<file path="src/rtl/alu16_pkg.sv">
`timescale 1ns/1ps
package alu16_pkg;

    typedef enum logic [3:0] {
        OP_ADD  = 4'd0,
        OP_ADDC = 4'd1,
        OP_SUB  = 4'd2,
        OP_SUBC = 4'd3,
        OP_CMP  = 4'd4,
        OP_DADD = 4'd5,
        OP_AND  = 4'd6,
        OP_BIT  = 4'd7,
        OP_BIC  = 4'd8,
        OP_BIS  = 4'd9,
        OP_XOR  = 4'd10,
        OP_RRC  = 4'd11,
        OP_RRA  = 4'd12,
        OP_SWPB = 4'd13,
        OP_SXT  = 4'd14,
        OP_NOP  = 4'd15
    } alu_op_e;

    localparam int FLG_C = 0;
    localparam int FLG_Z = 1;
    localparam int FLG_N = 2;
    localparam int FLG_V = 3;
    localparam int NUM_FLAGS = 4;

    // Which flags each opcode is allowed to change, {V,N,Z,C}
    function automatic logic [NUM_FLAGS-1:0] op_flag_mask(input alu_op_e op);
        logic [NUM_FLAGS-1:0] m;
        unique case (op)
            OP_DADD:                         m = 4'b0111;
            OP_BIC, OP_BIS, OP_SWPB, OP_NOP: m = 4'b0000;
            default:                         m = 4'b1111;
        endcase
        return m;
    endfunction

    function automatic logic op_writes(input alu_op_e op);
        return !(op inside {OP_CMP, OP_BIT, OP_NOP});
    endfunction

endpackage

</file>
<file path="src/rtl/alu16_addsub.sv">
`timescale 1ns/1ps
module alu16_addsub #(
    parameter int DATA_W = 16
) (
    input  logic [DATA_W-1:0] a_in,
    input  logic [DATA_W-1:0] b_in,
    input  logic [DATA_W-1:0] wmask,
    input  logic              byte_sel,
    input  logic              is_sub,
    input  logic              use_cin,
    input  logic              carry_in,
    output logic [DATA_W-1:0] sum_out,
    output logic              c_out,
    output logic              v_out
);
    localparam int HALF_W = DATA_W / 2;

    logic [DATA_W-1:0] b_eff;
    logic              cin_eff;
    logic [DATA_W:0]   full;
    logic              sa, sb, sr;

    assign b_eff   = is_sub ? (~b_in & wmask) : b_in;
    assign cin_eff = use_cin ? carry_in : is_sub;
    assign full    = {1'b0, a_in} + {1'b0, b_eff} + (DATA_W+1)'(cin_eff);
    assign sum_out = full[DATA_W-1:0] & wmask;
    assign c_out   = byte_sel ? full[HALF_W] : full[DATA_W];

    assign sa = byte_sel ? a_in[HALF_W-1]    : a_in[DATA_W-1];
    assign sb = byte_sel ? b_eff[HALF_W-1]   : b_eff[DATA_W-1];
    assign sr = byte_sel ? sum_out[HALF_W-1] : sum_out[DATA_W-1];
    assign v_out = (sa == sb) && (sr != sa);

endmodule

</file>
<file path="src/rtl/alu16_bcd.sv">
`timescale 1ns/1ps
module alu16_bcd #(
    parameter int DATA_W = 16
) (
    input  logic [DATA_W-1:0] a_in,
    input  logic [DATA_W-1:0] b_in,
    input  logic [DATA_W-1:0] wmask,
    input  logic              byte_sel,
    input  logic              carry_in,
    output logic [DATA_W-1:0] sum_out,
    output logic              c_out
);
    localparam int DIGITS = DATA_W / 4;

    logic [DIGITS:0]   dcy;
    logic [DATA_W-1:0] digits;

    assign dcy[0] = carry_in;

    for (genvar g = 0; g < DIGITS; g++) begin : g_digit
        logic [4:0] dsum;
        logic       over;
        assign dsum = {1'b0, a_in[4*g +: 4]} + {1'b0, b_in[4*g +: 4]} + {4'b0, dcy[g]};
        assign over = dsum > 5'd9;
        assign digits[4*g +: 4] = over ? (dsum[3:0] + 4'd6) : dsum[3:0];
        assign dcy[g+1] = over;
    end

    assign sum_out = digits & wmask;
    assign c_out   = byte_sel ? dcy[DIGITS/2] : dcy[DIGITS];

endmodule

</file>
<file path="src/rtl/alu16_logic.sv">
`timescale 1ns/1ps
module alu16_logic
    import alu16_pkg::*;
#(
    parameter int DATA_W = 16
) (
    input  alu_op_e           op,
    input  logic [DATA_W-1:0] a_in,
    input  logic [DATA_W-1:0] b_in,
    input  logic              byte_sel,
    input  logic              carry_in,
    output logic [DATA_W-1:0] res_out,
    output logic              c_out,
    output logic              v_out
);
    localparam int HALF_W = DATA_W / 2;

    logic [DATA_W-1:0] sign_m;
    assign sign_m = byte_sel ? (DATA_W'(1) << (HALF_W-1)) : (DATA_W'(1) << (DATA_W-1));

    always_comb begin
        res_out = '0;
        c_out   = 1'b0;
        v_out   = 1'b0;
        unique case (op)
            OP_AND, OP_BIT: begin
                res_out = a_in & b_in;
                c_out   = |res_out;
            end
            OP_XOR: begin
                res_out = a_in ^ b_in;
                c_out   = |res_out;
                v_out   = (|(a_in & sign_m)) && (|(b_in & sign_m));
            end
            OP_BIC: res_out = a_in & ~b_in;
            OP_BIS: res_out = a_in | b_in;
            OP_RRC: begin
                res_out = (a_in >> 1) | (carry_in ? sign_m : '0);
                c_out   = a_in[0];
            end
            OP_RRA: begin
                res_out = (a_in >> 1) | (a_in & sign_m);
                c_out   = a_in[0];
            end
            OP_SWPB: res_out = {a_in[HALF_W-1:0], a_in[DATA_W-1:HALF_W]};
            OP_SXT: begin
                res_out = {{HALF_W{a_in[HALF_W-1]}}, a_in[HALF_W-1:0]};
                c_out   = |res_out;
            end
            default: res_out = '0;
        endcase
    end

endmodule

</file>
<file path="src/rtl/alu16_flag_reg.sv">
`timescale 1ns/1ps
module alu16_flag_reg #(
    parameter int NF = 4
) (
    input  logic          clk,
    input  logic          rst_n,
    input  logic          upd_en,
    input  logic [NF-1:0] mask,
    input  logic [NF-1:0] new_flags,
    output logic [NF-1:0] flags_q
);
    always_ff @(posedge clk or negedge rst_n) begin
        if (!rst_n) begin
            flags_q <= '0;
        end else if (upd_en) begin
            flags_q <= (flags_q & ~mask) | (new_flags & mask);
        end
    end

    for (genvar gi = 0; gi < NF; gi++) begin : g_hold

        flag_hold_chk: assert property (@(posedge clk) disable iff (!rst_n)
            !(upd_en && mask[gi]) |=> $stable(flags_q[gi]));
    end

endmodule

</file>
<file path="src/rtl/alu16_status.sv">
`timescale 1ns/1ps
module alu16_status
    import alu16_pkg::*;
#(
    parameter int DATA_W = 16
) (
    input  logic              clk,
    input  logic              rst_n,
    input  logic              exec_en,
    input  logic [3:0]        opcode,
    input  logic              byte_mode,
    input  logic [DATA_W-1:0] dst_val,
    input  logic [DATA_W-1:0] src_val,
    input  logic              carry_in,
    output logic [DATA_W-1:0] result,
    output logic              wb_en,
    output logic [3:0]        flag_mask,
    output logic              flag_n,
    output logic              flag_z,
    output logic              flag_c,
    output logic              flag_v
);
    localparam int HALF_W = DATA_W / 2;

    alu_op_e           op;
    logic              full_w;
    logic [DATA_W-1:0] wmask, opa, opb;
    logic [DATA_W-1:0] as_sum, bcd_sum, lg_res, res_sel;
    logic              as_c, as_v, bcd_c, lg_c, lg_v, c_sel, v_sel;
    logic              n_new, z_new;
    logic [NUM_FLAGS-1:0] new_flags, flags_q;

    assign op     = alu_op_e'(opcode);
    assign full_w = !byte_mode || (op inside {OP_SWPB, OP_SXT});
    assign wmask  = full_w ? '1 : {{HALF_W{1'b0}}, {HALF_W{1'b1}}};
    assign opa    = dst_val & wmask;
    assign opb    = src_val & wmask;

    alu16_addsub #(.DATA_W(DATA_W)) addsub_i (
        .a_in(opa), .b_in(opb), .wmask(wmask), .byte_sel(!full_w),
        .is_sub(op inside {OP_SUB, OP_SUBC, OP_CMP}),
        .use_cin(op inside {OP_ADDC, OP_SUBC}),
        .carry_in(carry_in), .sum_out(as_sum), .c_out(as_c), .v_out(as_v)
    );

    alu16_bcd #(.DATA_W(DATA_W)) bcd_i (
        .a_in(opa), .b_in(opb), .wmask(wmask), .byte_sel(!full_w),
        .carry_in(carry_in), .sum_out(bcd_sum), .c_out(bcd_c)
    );

    alu16_logic #(.DATA_W(DATA_W)) logic_i (
        .op(op), .a_in(opa), .b_in(opb), .byte_sel(!full_w),
        .carry_in(carry_in), .res_out(lg_res), .c_out(lg_c), .v_out(lg_v)
    );

    always_comb begin
        unique case (op)
            OP_ADD, OP_ADDC, OP_SUB, OP_SUBC, OP_CMP: begin
                res_sel = as_sum;
                c_sel   = as_c;
                v_sel   = as_v;
            end
            OP_DADD: begin
                res_sel = bcd_sum;
                c_sel   = bcd_c;
                v_sel   = 1'b0;
            end
            OP_NOP: begin
                res_sel = '0;
                c_sel   = 1'b0;
                v_sel   = 1'b0;
            end
            default: begin
                res_sel = lg_res;
                c_sel   = lg_c;
                v_sel   = lg_v;
            end
        endcase
    end

    assign n_new = full_w ? res_sel[DATA_W-1] : res_sel[HALF_W-1];
    assign z_new = (res_sel == '0);

    always_comb begin
        new_flags        = '0;
        new_flags[FLG_C] = c_sel;
        new_flags[FLG_Z] = z_new;
        new_flags[FLG_N] = n_new;
        new_flags[FLG_V] = v_sel;
    end

    assign result    = res_sel;
    assign flag_mask = op_flag_mask(op);
    assign wb_en     = exec_en && op_writes(op);

    alu16_flag_reg #(.NF(NUM_FLAGS)) flags_i (
        .clk(clk), .rst_n(rst_n), .upd_en(exec_en), .mask(flag_mask),
        .new_flags(new_flags), .flags_q(flags_q)
    );

    assign flag_c = flags_q[FLG_C];
    assign flag_z = flags_q[FLG_Z];
    assign flag_n = flags_q[FLG_N];
    assign flag_v = flags_q[FLG_V];


    upper_zero_chk: assert property (@(posedge clk) disable iff (!rst_n)
        (byte_mode && !(op inside {OP_SWPB, OP_SXT})) |-> (result[DATA_W-1:HALF_W] == '0));


    cmp_bit_no_wb_chk: assert property (@(posedge clk) disable iff (!rst_n)
        wb_en |-> !(op inside {OP_CMP, OP_BIT, OP_NOP}));


    zero_flag_chk: assert property (@(posedge clk) disable iff (!rst_n)
        (exec_en && flag_mask[FLG_Z]) |=> (flag_z == ($past(result) == '0)));


    flags_frozen_chk: assert property (@(posedge clk) disable iff (!rst_n)
        (exec_en && (op inside {OP_BIC, OP_BIS, OP_SWPB}))
        |=> $stable({flag_v, flag_n, flag_z, flag_c}));

endmodule

</file>
<file path="config.mk">
export PLATFORM = sky130hd
export DESIGN_NAME = alu16_status
export DESIGN_NICKNAME = d
export VERILOG_FILES = /design/src/rtl/alu16_pkg.sv /design/src/rtl/alu16_addsub.sv /design/src/rtl/alu16_bcd.sv /design/src/rtl/alu16_logic.sv /design/src/rtl/alu16_flag_reg.sv /design/src/rtl/alu16_status.sv
export SDC_FILE = /design/constraint.sdc
export NUM_CORES = 1
export LEC_CHECK = 0
export BUFFER_PORTS_ARGS = -buffer_cell sky130_fd_sc_hd__buf_2
export CORE_ASPECT_RATIO = 0.7
export CORE_MARGIN = 2
export CORE_UTILIZATION = 60
export DETAILED_ROUTE_END_ITERATION = 16
export PLACE_DENSITY = 0.89
export SYNTH_ARGS = -nofsm -noshare
export SYNTH_HDL_FRONTEND = slang
export SYNTH_SLANG_ARGS = --single-unit
</file>
<file path="constraint.sdc">
create_clock -name clk -period 12.6 [get_ports clk]
set_input_delay 2.52 -clock clk [delete_from_list [all_inputs] [get_ports clk]]
set_output_delay 2.52 -clock clk [all_outputs]
set_load 0.05 [all_outputs]
</file>
Yosys cells after proc, flatten, opt, wreduce, memory -nomap -nowiden
Index checks and enable logic that the tools add are counted.
{"block": "word_totals", "ff_bits": 4, "input_bits": 41, "word_cells": 98}
{"block": "op_classes", "add_sub_neg": 14, "n_lt_le_gt_ge": 4, "n_eq_ne": 17, "muxes": 22, "bitwise_logic": 18, "reduce_logical": 22}
{"op": "$and 16x16->16", "n": 9}
{"op": "$pmux 16 s8", "n": 1}
{"op": "$mux 16", "n": 4}
{"op": "$reduce_or 16->1", "n": 4}
{"op": "$pmux 16 s3", "n": 1}
{"op": "$eq 4x4->1 const B", "n": 8}
{"op": "$or 15x16->16", "n": 2}
{"op": "$add 4x4->5", "n": 4}
{"op": "$add 5x1->5", "n": 4}
{"op": "$gt 5x4->1 const B", "n": 4}
{"op": "$add 16x16->17", "n": 1}
{"op": "$add 17x1->17", "n": 1}
{"op": "$add 4x3->4 const B", "n": 4}
{"op": "$eq 4x3->1 const B", "n": 4}
{"op": "$logic_not 16->1", "n": 1}
{"op": "$mux 4", "n": 4}
{"op": "$not 16->16", "n": 1}
{"op": "$or 16x16->16", "n": 1}
{"op": "$xor 16x16->16", "n": 1}
{"op": "$and 4x4->4", "n": 2}
{"op": "$eq 4x2->1 const B", "n": 2}
{"op": "$mux 1", "n": 8}
{"op": "$pmux 4 s2", "n": 1}
{"op": "$reduce_or 8->1", "n": 1}
{"op": "17 further kinds", "n": 24}

Depth between registers and ports, before layout
Gate-level depths: netlist of run 1.
{"block": "depth", "ltp_word": 20, "depth_mapped": 32}

Modules after synthesis
From an unflattened synthesis of run 1, not the netlist that was laid out.
{"block": "hier_totals", "hier_cells": 684, "hier_area_um2": 4929.7}
{"mod": "alu16_logic", "n_inst": 1, "cells_per_inst": 224, "area_each_um2": 1699.1}
{"mod": "alu16_addsub", "n_inst": 1, "cells_per_inst": 179, "area_each_um2": 1213.7}
{"mod": "alu16_bcd", "n_inst": 1, "cells_per_inst": 128, "area_each_um2": 967.2}
{"mod": "alu16_status", "n_inst": 1, "cells_per_inst": 141, "area_each_um2": 874.6}
{"mod": "alu16_flag_reg", "n_inst": 1, "cells_per_inst": 12, "area_each_um2": 175.2}

Least setup slack after synthesis of run 1
Ideal clock, no wire load.
{"block": "synth_path", "path_kind": "input to output", "startpoint": "input dst_val[0]", "endpoint": "output result[14]", "arrival_ps": 9172, "required_ps": 10080, "setup_slack_ps": 908, "path_stages": 29, "path_cell_list": "fa_1 -> fa_1 -> xnor2_1 -> and2_1 -> o31a_1 -> fa_1 -> inv_1 -> fa_1 -> inv_1 -> and2_1 -> o21a_1 -> fa_1 -> inv_1 -> fa_1 -> inv_1 -> ha_1 -> a21o_1 -> o21ai_2 -> fa_1 -> inv_1 -> fa_1 -> xor2_1 -> ha_1 -> a21boi_0 -> a31o_2 -> nor2_1 -> mux2_2 -> nand2_1 -> o2111ai_1"}
{"block": "synth_between", "elab_chain_len": 13, "word_cells_on_any_way": 17}
{"element": "start: declaration", "line_no": "alu16_status.sv:12", "text": "input logic [DATA_W-1:0] dst_val,"}
{"element": "$and 16x16->16 (*)", "line_no": "alu16_status.sv:36", "text": "assign opa = dst_val & wmask;"}
{"element": "$add 4x4->5", "line_no": "alu16_bcd.sv:23", "text": "assign dsum = {1'b0, a_in[4*g +: 4]} + {1'b0, b_in[4*g +: 4]} + {4'b0, dcy[g]};"}
{"element": "$add 5x1->5", "line_no": "alu16_bcd.sv:23"}
{"element": "$gt 5x4->1", "line_no": "alu16_bcd.sv:24", "text": "assign over = dsum > 5'd9;"}
{"element": "$add 5x1->5", "line_no": "alu16_bcd.sv:23"}
{"element": "$gt 5x4->1", "line_no": "alu16_bcd.sv:24"}
{"element": "$add 5x1->5", "line_no": "alu16_bcd.sv:23"}
{"element": "$gt 5x4->1", "line_no": "alu16_bcd.sv:24"}
{"element": "$add 5x1->5", "line_no": "alu16_bcd.sv:23"}
{"element": "$add 4x3->4 or $gt 5x4->1 (tied branches)", "line_no": "alu16_bcd.sv:25, alu16_bcd.sv:24"}
{"element": "$mux 4", "line_no": "alu16_bcd.sv:25", "text": "assign digits[4*g +: 4] = over ? (dsum[3:0] + 4'd6) : dsum[3:0];"}
{"element": "$and 16x16->16", "line_no": "alu16_bcd.sv:29", "text": "assign sum_out = digits & wmask;"}
{"element": "$pmux 16 s3 (*)", "line_no": "alu16_status.sv:57", "text": "unique case (op)"}
{"element": "end: declaration", "line_no": "alu16_status.sv:15", "text": "output logic [DATA_W-1:0] result,"}
Every way passes the cells marked *; elsewhere a longest branch is shown, timed or not.

Worst setup path after layout of run 1
{"block": "layout_path", "startpoint": "input dst_val[0]", "endpoint": "output result[13]"}
Same word-level chain as after synthesis.

==> qor.yml, run 1 <==
routing:
  drt-total-wl_mm: 16.0
  vias: 5022
  wl_per_cell_um: 22.4
  via_per_inst: 7.00
  route.detailed.drc: 0
  drtIter0Drc: 926
  first_pass_iters: 6
  antenna_left: 0
power_and_ir_drop:
  pwr-share-comb: 0.890
  intPower_uw: 150
  powerDensity_mw_per_mm2: 82.8
  total_leakage_power_nw: 2.21
  power_switching_uw: 226
  swShare: 0.602
  p_total_uw: 376
  vdd_drop_max_mv: 0.0616
  clkPwrFrac: 0.069
  seqPwrFrac: 0.042
hold_path:
  whs_path_depth: 2
  hold_class: "flip-flop to flip-flop"
timing:
  fin_crit_sh: 0.980
  relSlewSlack: 0.402
  post-route-min-period_ns: 12.35
  finalHoldViolations: 0
  clock.fmax_mhz: 81.0
  setup_viol: 0
  holdWs_ns: 0.456
  slew_violations: 0
  clock_skew_ns: 0
  setup_tns_ns: 0
  tightest_slew_ns: 0.893
clock_tree:
  cts.path.max_buffers: 2
  tritoncts: "built"
  cts_buffers: 3
  insertion_delay_ns: 0.21
  postCtsHoldBufs: 0
  clock_sinks: 4
  cts_root_buffer: "clkbuf_8"
  clk_pin_slew_ns: 0.03
  htree_levels: 1
yosys:
  synth-seq-cells: 4
  synth_warnings: 0
  syn_area_per_cell_sq_um: 7.13
  ys.flop_type: "dfrtp_1"
  ys_seq_area_frac: 0.0243
  synth-edff-count: 0
  synth_top_cell_by_area: "ha_1"
  synth_top_area_frac: 0.207
  syn_nets: 696
  syn-instance-count: 577
  netlist_top_cells_area: "ha_1 21%, xnor2_1 5.7%, a21oi_1 5.2%"
  synth-async-reset-ratio: 1.00
  synthDistinctLibCells: 68
  syn_area_sq_mm: 0.00412
final_layout:
  areaGrowthSynthToFinish_pct: 10.4
  fin_cells: 717
  diodes: 0
  drive_gt1_frac: 0.154
  fin_nets: 744
floorplanning:
  core_area_sq_mm: 0.00669
  die_x_um: 103
  die_h_um: 73.3
  initial_core_util: 0.615
  row_count: 25
  die-area_sq_mm: 0.00755
  io_pins: 66
grt:
  grt_usage: 0.422
  grt_max_degree: 44
  grt_overflow: 0
  grt_antenna_before_repair: 0
  grt_pass1_wl_mm: 24.4
  grt_pass1_vias: 4575
worst_setup_path:
  cp-end-kind: "primary output"
  r2r_slack_ns: 11.92
  max_stage_delay_ns: 0.59
  reg2reg_depth: 1
  critical_path.top_delay_family: "adder cells"
  worst-path-buf-inv: 8
  slowest_stage: "fa_2"
  cp-start-kind: "input pin"
  arrival_ns: 9.83
  crit_type: "input pin to primary output"
  crit_required_ns: 10.08
  crit_cells: 30
  cp_max_fo: 7
placed_design:
  dpl.cell_count: 713
  gp_congestion: 1.05
  dpl.hpwl_mm: 12.8
  numPortBuffers: 65
run:
  drv_cap: 0
outcome:
  status: "finished, final reports clean"
[worst max-delay path by stage]
stage | startpoint | end | slack [ns]
finish | dst_val[0] | result[13] | 0.25
global route | dst_val[0] | result[13] | -0.06
CTS | dst_val[0] | result[13] | 0.12
detailed placement | dst_val[0] | result[13] | 0.15
global placement | dst_val[0] | result[13] | 0.54
floorplan | dst_val[0] | result[14] | 0.91
[placed cells by master, fill, tap and decap left out, types with 5 or more instances in the layout]
cell type / count
o211ai_1: 6
a22oi_1: 10
or3_1: 5
o21ai_0: 16
ha_1: 67
a31oi_1: 6
buf_2: 65
nor2_1: 51
nor2b_1: 9
a211oi_1: 10
nand3_1: 14
o2111ai_1: 5
a21o_1: 11
xor2_1: 7
a21oi_1: 43
a221o_1: 5
nor4_1: 12
a221oi_1: 5
nor3_1: 5
inv_1: 45
buf_4: 5
fa_1: 8
mux2i_1: 13
nand2b_1: 10
o22ai_1: 10
nand2_1: 56
xnor2_1: 25
[tightest hold or removal path, cell delays in order (launching register included)]
cell and delay [ns]:
dfrtp_1 0.33, nand2_1 0.05, nand2_1 0.05
[through the flow]
step	area [sq um]	setup WS, ns	utilization
2_1_floorplan	4120	0.908	-
3_3_place_gp	4450	0.537	0.665
3_5_place_dp	4450	0.148	0.665
4_1_cts	4500	0.118	0.672
5_1_grt	4540	-0.0630	0.679
6_report	4540	0.254	0.679
[metal layers]
layer | global-route usage | routed length (um)
met2 | 0.616 | 6410
met1 | 0.556 | 6130
met4 | 0.137 | 596
met3 | 0.185 | 2900
met5 | 0 | 0
[cells by family after synthesis]
group | Yosys count | share of synthesized area
and+or+nand+nor | 189 | 0.220
buffers and inverters | 72 | 0.0745
muxes | 16 | 0.0398
xor gates and xnor gates | 35 | 0.0745
DFF | 4 | 0.0243
AOI/OAI and AO/OA | 183 | 0.312
adders and majority gates | 78 | 0.255
[Yosys cell counts, drive strengths merged, types with 5 or more instances]
cell type and instances:
ha 68, nand2 56, nor2 52, a21oi 45, inv 45, xnor2 27
buf 21, o21ai 21, nand3 14, mux2i 13, nor4 12, a21o 11
a211oi 10, a22oi 10, fa 10, nand2b 10, nor2b 10, o22ai 10
xor2 8, a31oi 6, clkbuf 6, o211ai 6, a21boi 5, a221o 5
a221oi 5, nor3 5, o2111ai 5, or2 5, or3 5
[timing repair]
action	CTS	global route
resized for setup	0	10
setup endpoints to repair	0	3
setup buffers	0	1
[layout make-up]
cell class	instances	area, sq um
Multi-Input combinational cell	501	3750
Fill cell	610	2150
Timing Repair Buffer	70	363
Inverter	45	169
Tap cell	94	118
Sequential cell	4	100
Clock buffer	3	41.3
[power groups by stage]
stage | combinational (mW) | clock [mW] | sequential, mW
global route | 0.356 | 0.0276 | 0.0160
finish | 0.335 | 0.0259 | 0.0157
global placement | 0.303 | 0 | 0.0157
CTS | 0.314 | 0.0264 | 0.0157
floorplan | 0.225 | 0 | 0.0224
detailed placement | 0.313 | 0 | 0.0158
Note: power is estimated with default switching activity, not from simulation.
==> inputs of run 2 (changes only) <==
- BUFFER_PORTS_ARGS: -buffer_cell sky130_fd_sc_hd__buf_2 -> -buffer_cell sky130_fd_sc_hd__buf_4
==> qor.yml, run 2 (synthesis gave the netlist of run 1 again) <==
outcome:
  status: "finished, final reports clean"
clock_tree:
  clock_sinks: 4
  insertion_delay_ns: 0.22
  htree_levels: 1
  cts_buffers: 3
  cts_root_buffer: "clkbuf_8"
  cts.path.max_buffers: 2
  tritoncts: "built"
  clk_pin_slew_ns: 0.03
final_layout:
  diodes: 0
  areaGrowthSynthToFinish_pct: 14.2
  seqCellArea_sq_um: 100
  drive_gt1_frac: 0.149
  multi_input_area_sq_mm: 0.00375
  layout_commonest_cell: "buf_4"
  fin_nets: 744
  fin_area_sq_mm: 0.00470
  layout_common_cells: "70 x buf_4, 68 x ha_1, 56 x nand2_1"
  fillers: 590
placed_design:
  place_area_sq_mm: 0.00461
  gp_congestion: 1.05
  dpl.hpwl_mm: 12.8
  numPortBuffers: 65
timing:
  setup_viol: 0
  holdWs_ns: 0.482
  finalHoldViolations: 0
  slew_violations: 0
  post-route-min-period_ns: 12.39
  fin_crit_sh: 0.984
  tightest_slew_ns: 0.864
  relSlewSlack: 0.422
  clock.fmax_mhz: 80.7
  clock_skew_ns: 0
routing:
  via_per_inst: 6.90
  route.detailed.drc: 0
  drtIter0Drc: 816
  wl_per_cell_um: 22.7
  vias: 4947
  first_pass_iters: 8
  antenna_left: 0
  drt-total-wl_mm: 16.3
power_and_ir_drop:
  clkPwrFrac: 0.068
  power_switching_uw: 229
  swShare: 0.589
  vdd_drop_max_mv: 0.0482
  total_leakage_power_nw: 2.27
  powerDensity_mw_per_mm2: 82.8
  intPower_uw: 160
  pwr-share-comb: 0.891
  seqPwrFrac: 0.041
grt:
  grt_pass1_vias: 4660
  grt_usage: 0.430
  grt_overflow: 0
  grt_antenna_before_repair: 0
  grt_pass1_wl_mm: 24.9
  grt_max_degree: 45
worst_setup_path:
  max_stage_delay_ns: 0.50
  slowest_stage: "fa_1"
  cp-start-kind: "input pin"
  crit_required_ns: 10.08
  cp-end-kind: "primary output"
  crit_path_frequent_cell: "fa_1"
  cp_max_fo: 7
  arrival_ns: 9.87
  crit_type: "input pin to primary output"
run:
  drv_cap: 0
floorplanning:
  die_h_um: 73.3
  die-area_sq_mm: 0.00755
  initial_core_util: 0.615
  io_pins: 66
  die_x_um: 103
  core_area_sq_mm: 0.00669
  row_count: 25
hold_path:
  hold_class: "flip-flop to flip-flop"
==> run 2: worst max-delay path: cells and delay by family <==
family / cells / cell delay (ns)
compound gates: 9 / 1.83
xor+xnor: 2 / 0.47
simple gates: 2 / 0.41
buf+inv: 6 / 0.72
fa+ha+maj: 10 / 3.90
==> run 2: area by class of cell <==
type / count / area share
Multi-Input combinational cell: 501 / 0.797
Inverter: 45 / 0.0359
Clock buffer: 3 / 0.00878
Timing Repair Buffer: 70 / 0.112
Tap cell: 94 / 0.0250
Sequential cell: 4 / 0.0213
==> run 2: stage by stage <==
stage	power, mW	worst slack, ns	utilization	instances	TNS (ns)
3_3_place_gp	0.332	0.489	0.689	712	0
4_1_cts	0.369	0.174	0.695	715	0
5_1_grt	0.411	-0.0180	0.702	717	-0.0180
3_5_place_dp	0.340	0.202	0.689	712	0
2_1_floorplan	0.247	0.908	-	577	0
6_report	0.389	0.207	0.702	717	0
==> run 2: what timing repair did <==
item,CTS,global route
setup endpoints to repair,0,3
resized for setup,0,7
setup buffers,0,2
hold buffers,0,0
==> run 2: final timing paths <==
check / from / endpoint / slack (ns) / cells past startpoint
min in group asynchronous: rst_n / async pin / 2.09 / 1
max in group asynchronous: rst_n / async pin / 10.41 / 1
worst min-delay path: flip-flop / flip-flop / 0.48 / 2
worst max-delay path: dst_val[0] / result[15] / 0.21 / 29
worst max register to register: flip-flop / flip-flop / 11.88 / 1
worst min register to register: flip-flop / flip-flop / 0.48 / 2
==> run 2: routing by layer <==
metal  wire, um  track usage  up-vias
li1           -            -     2203
met5          0            0        -
met4        588        0.133        0
met1       6500        0.605     2261
met3       2760        0.160       85
met2       6440        0.606      398
==> run 2: power groups by stage <==
stage	combinational, mW	sequential (mW)	clock, mW
6_report	0.347	0.0158	0.0266
5_1_grt	0.367	0.0160	0.0277
4_1_cts	0.326	0.0158	0.0269
3_5_place_dp	0.325	0.0159	0
3_3_place_gp	0.316	0.0159	0
2_1_floorplan	0.225	0.0224	0
